--- config.mk ---
export PLATFORM = sky130hd
export DESIGN_NAME = ea_unit
export DESIGN_NICKNAME = d
export VERILOG_FILES = /design/src/rtl/ea_unit.sv
export SDC_FILE = /design/constraint.sdc
export NUM_CORES = 1
export LEC_CHECK = 0
export ABC_AREA = 1
export BUFFER_PORTS_ARGS = -buffer_cell sky130_fd_sc_hd__buf_2
export CORE_MARGIN = 4
export CORE_UTILIZATION = 55
export DETAILED_ROUTE_END_ITERATION = 8
export GPL_TIMING_DRIVEN = 0
export PLACE_DENSITY_LB_ADDON = 0.3
export SETUP_SLACK_MARGIN = 0.4
export SYNTH_ARGS = -nofsm -noshare
export SYNTH_HDL_FRONTEND = slang
export SYNTH_SLANG_ARGS = --single-unit
export TNS_END_PERCENT = 10
--- constraint.sdc ---
create_clock -name clk -period 2.9 [get_ports clk]
set_input_delay 0.145 -clock clk [delete_from_list [all_inputs] [get_ports clk]]
set_output_delay 0.145 -clock clk [all_outputs]
set_load 0.03 [all_outputs]
--- src/rtl/ea_unit.sv ---
module ea_unit #(
  parameter int ADDR_W = 15,
  parameter int SEL_W  = 2,
  parameter int OP_W   = 6,
  localparam int WORD_W  = OP_W + 1 + SEL_W + ADDR_W,
  localparam int NREG    = 1 << SEL_W,
  localparam int SEL_LSB = ADDR_W,
  localparam int IND_BIT = ADDR_W + SEL_W,
  localparam int OP_LSB  = WORD_W - OP_W
) (
  input  logic              clk,
  input  logic              rst_n,
  input  logic              start,
  input  logic [WORD_W-1:0] instr,
  input  logic              idx_we,
  input  logic [SEL_W-1:0]  idx_sel,
  input  logic [ADDR_W-1:0] idx_wdata,
  output logic              mem_re,
  output logic [ADDR_W-1:0] mem_addr,
  input  logic [WORD_W-1:0] mem_rdata,
  output logic              done,
  output logic [ADDR_W-1:0] ea,
  output logic [OP_W-1:0]   opcode
);

  logic [ADDR_W-1:0] regs [NREG];
  logic [SEL_W-1:0]  sel;
  logic [ADDR_W-1:0] afield, idx_val, sum;
  logic              ind, accept, pend;
  logic [OP_W-1:0]   pend_op;
  logic              unused_hi;

  assign afield  = instr[ADDR_W-1:0];
  assign sel     = instr[SEL_LSB +: SEL_W];
  assign ind     = instr[IND_BIT];
  assign idx_val = (sel == '0) ? '0 : regs[sel];
  assign sum     = afield + idx_val;
  assign accept  = start & ~pend;
  assign mem_re  = accept & ind;
  assign mem_addr = sum;
  assign unused_hi = ^mem_rdata[WORD_W-1:ADDR_W];

  always_ff @(posedge clk) begin
    if (!rst_n) begin
      for (int i = 0; i < NREG; i++) regs[i] <= '0;
    end else if (idx_we && idx_sel != '0) begin
      regs[idx_sel] <= idx_wdata;
    end
  end

  always_ff @(posedge clk) begin
    if (!rst_n) begin
      pend    <= 1'b0;
      pend_op <= '0;
      done    <= 1'b0;
      ea      <= '0;
      opcode  <= '0;
    end else begin
      done <= 1'b0;
      if (pend) begin
        pend   <= 1'b0;
        done   <= 1'b1;
        ea     <= mem_rdata[ADDR_W-1:0];
        opcode <= pend_op;
      end else if (accept) begin
        if (ind) begin
          pend    <= 1'b1;
          pend_op <= instr[OP_LSB +: OP_W];
        end else begin
          done   <= 1'b1;
          ea     <= sum;
          opcode <= instr[OP_LSB +: OP_W];
        end
      end
    end
  end

endmodule


==> results.md <==
- The cell with the most instances after synthesis is nand2_1.
- Setup slack closes at approximately 0.22 ns.
- After detailed routing, the average wire length per cell comes to 13.6 microns.
- The via count of the first global-routing pass is 3853.
- Summed over all layers, the global routing overflow is 0.
- Entering global routing, the biggest net connects 25 pins.
- The clock latency of the later-clocked register in the worst-skew pair is roughly 0.35 ns.
- Yosys mapped a number of flops with a built-in enable equal to 60.
- TritonCTS built the clock tree.
- The max-slew violation count was 0.
- In this run the worst setup path begins at regs[0][0].
- The arrival time reported for the critical path endpoint is about 2.5 ns.
- At the pin with the least slew margin, the transition time is around 1.3 ns.
- Cells fill between 70 and 80% of the core in the end.
- Setup repair after global routing could not meet its margin everywhere.
- Clock-pin slew was measured on the worst setup and hold paths at about 0.090 ns.
- Global routing used 27.7% of the available met1 tracks.
- The post-layout minimum cycle time is around 2.7 ns.
- Clock skew on the completed layout was measured at 0.0104 ns.
- The leakage dissipation is approximately 2.8 nW.
- The final number of setup-violating endpoints is 0.
- The detailed-route via count is 4235.
- The number of port buffers is 96.
- The layer flagged by global routing as most heavily used is met2.
- The total inserted antenna cells is 0.
- The number of cells on the worst reg-to-reg path is 16.
- The library cell with the largest summed area after synthesis is edfxtp_1.
- For this run, the total global-route usage over all layers was measured as about a fifth.
- The dominant register cell in the synthesized netlist is edfxtp_1.
- The achievable clock frequency is 374 MHz.
- The launch instance of the worst register-to-register path is regs[0][0].
- The data required time at the worst endpoint is around 2.8 ns.
- The final number of hold-violating endpoints is 0.
- Summed over all failing endpoints, the final setup total negative slack is 0 ns.
- The initial antenna violation count is 0.
- The netlist uses 32 different library cells.
- Dividing the detail-routed via count by the number of cells gives roughly 5.1.
- The number of sinks on the clock net is 89.
- Counting along the longest clock path gives a buffer depth of 2.
- The effective utilization at floorplan is approximately 58%.
- The number of buffers inserted for hold repair after clock tree synthesis is 0.
- The finished cells cover 5950 sq um.
- The top fanout value on the critical path is 3.
- Compared with the post-synthesis result, the final layout area differs by 24.1%.
- The synthesis warning total is 0.
- The met3 layer usage reported by global route is around 3.7%.
- The pre-antenna-repair detailed-routing pass consisted of 5 iterations.
- Headroom to the max-slew limit came out at approximately 14%.
- The routability congestion estimate from global placement is 0.863.
- The critical path startpoint category is a flop.
- The setup slack at placement is -0.184 ns.
- After synthesis the netlist holds a flip-flop and latch count of between 80 and 90.
- Yosys attributes the largest share of cell area to edfxtp_1 38%, dfxtp_1 12%, nand2_1 8.9%.
- After legalization and detailed placement, the total HPWL measured about 8500 microns.
- The first routing iteration left 245 violations.
- The worst setup path category is flop to output port.
- For this run, the post-layout net count is roughly 800.
- The total DRC errors in the routed layout is 0.
- The flow ran to the end, and the final reports show no timing, DRC or antenna violations.
- The fraction of layout instances using a drive strength above 1 is 26.5%.
- Buffers inserted during clock tree synthesis total 9.
- The post-detailed-route count of antenna-violating nets is 0.
- After synthesis, flip-flops and latches occupy roughly 50% of the total area.
- The maximum level of the CTS H-tree is 3.
- After synthesis, the mean cell area works out to between 8 and 9 sq um.
- The die outline height is a little over 100 microns.
- The category of the worst setup path capture point is an output port.
- The post-synthesis async set-or-reset flop share is 0%.
- The die covers 10300 sq um.
- The synthesized design devotes to its leading area cell type 37.6% of total area.
- The global-route wire length before repair is between 15000 and 20000 microns.
- By count the netlist is led by 114 x nand2_1, 100 x nor2_1, 81 x inv_1.
- The peak supply drop is about 370 uV.
- The design draws 3.40 mW.
- The cell area after technology mapping is 4800 sq um.
- In this run the standard cell core region covers between 8000 and 9000 sq um.
- The floorplan has 33 rows.
- The end of the worst register-to-register path is ea[10].
- The final worst-path cycle share is around 92%.
- The most critical setup path has its endpoint at mem_addr[10].
- The flop-to-flop setup slack is between 0.5 and 0.6 ns.
- Pin placement for this block handled around 110 I/O pins.
- In this run the power density over the cells is around 570 nW/um^2.
- From left edge to right edge, the die measures around 100 microns.
- In this run the worst hold path is classified as input port to flop.
- The final layout contains routed wiring with a total length of 11300 microns.
- In this run the clock root is driven by a clkbuf_8.
- Counting every instance in the synthesized netlist gives approximately 590.
- Max-cap violations in this run came to 0.
- The area of placed instances is between 5000 and 6000 sq um.
- Global routing used a little over a third of the available met2 tracks.
what timing repair did:
item | in CTS | in global routing
pin swaps | 8 | 24
setup buffers | 3 | 7
resized for setup | 23 | 36
endpoints found under the setup margin | 17 | 14
report_power, final:
part           switching (mW)  internal (mW)  total [mW]  leakage [nW]
Combinational           0.608          0.329       0.937          1.89
Sequential             0.0345           1.46        1.49         0.825
Clock                   0.448          0.520       0.968         0.122
layout by cell type (no fill, tap or decap), drive strengths merged:
master / synthesis / final
nor2: 112 / 112
dfxtp: 29 / 29
ha: 14 / 14
buf: 14 / 122
and2: 7 / 7
edfxtp: 60 / 60
nor3: 2 / 2
a22oi: 1 / 1
or2: 1 / 1
nand4: 2 / 2
xnor2: 1 / 1
clkbuf: 10 / 24
conb: 1 / 15
nand3: 36 / 36
a31oi: 11 / 11
a211oi: 1 / 1
xor2: 6 / 6
nand3b: 1 / 1
a21oi: 35 / 35
a22o: 9 / 9
o21ai: 34 / 34
nand2: 114 / 114
inv: 86 / 87
fa: 1 / 1
how the worst min path moves through the flow:
stage | to | slack, ns | depth (start not counted) | start
floorplan | opcode[0] | 0.31 | 2 | instr[18]
global placement | pend_op[4] | 0.42 | 3 | instr[22]
detailed placement | ea[3] | 0.43 | 3 | mem_rdata[3]
CTS | ea[3] | 0.05 | 3 | mem_rdata[3]
global route | ea[1] | 0.06 | 3 | mem_rdata[1]
finish | pend_op[4] | 0.06 | 3 | instr[22]
worst max-delay path, cell delays in order (launching register included):
cell and delay [ns]:
edfxtp_1 0.36, nand2_2 0.06, a211oi_2 0.28, ha_2 0.25, inv_2 0.04, fa_2 0.35, inv_2 0.07, nand2_1 0.04
nand2_1 0.07, nand3_2 0.10, nand2_4 0.10, nand2_2 0.07, nand2_2 0.06, nand2_2 0.06, and2_4 0.14, buf_6 0.13
state kept, by name (all words and copies together), names as in the netlist:
register	count
regs	60
ea	15
opcode	6
pend_op	6
done	1
pend	1
stage by stage:
step / instances / hold slack (ns)
detailed placement: 804 / 0.426
global route: 830 / 0.0553
finish: 830 / 0.0626
CTS: 823 / 0.0473
global placement: 803 / 0.416
floorplan: 602 / 0.309
cell families (layout without fill, tap and decap cells):
logic type,after synthesis,in the layout,synth area share [%]
flip-flops,89,89,49.7
other,1,15,0.0782
adder cells (fa/ha/maj),15,15,4.07
XOR/XNOR,7,7,1.28
buffers and inverters,110,233,9.42
AND/OR/NAND/NOR,275,275,24.9
AO/OA/AOI/OAI,91,91,10.6
layer usage:
| metal | up-vias | part of all wire [%] |
|---|---|---|
| met2 | 161 | 48 |
| li1 | 2145 | - |
| met3 | 13 | 7.7 |
| met4 | 0 | 1.6 |
| met5 | - | 0 |
| met1 | 1916 | 43 |
final cells by class:
cell class	count	area [sq um]
plain buffers	24	151
clock buffers	15	230
clock inverters	1	8.76
fillers	646	2390
inverters	86	323
multi-input cells	403	2140
flip-flops and latches	89	2380
well taps	105	131
repair buffers	107	584
(Power assumes the default switching activity.)
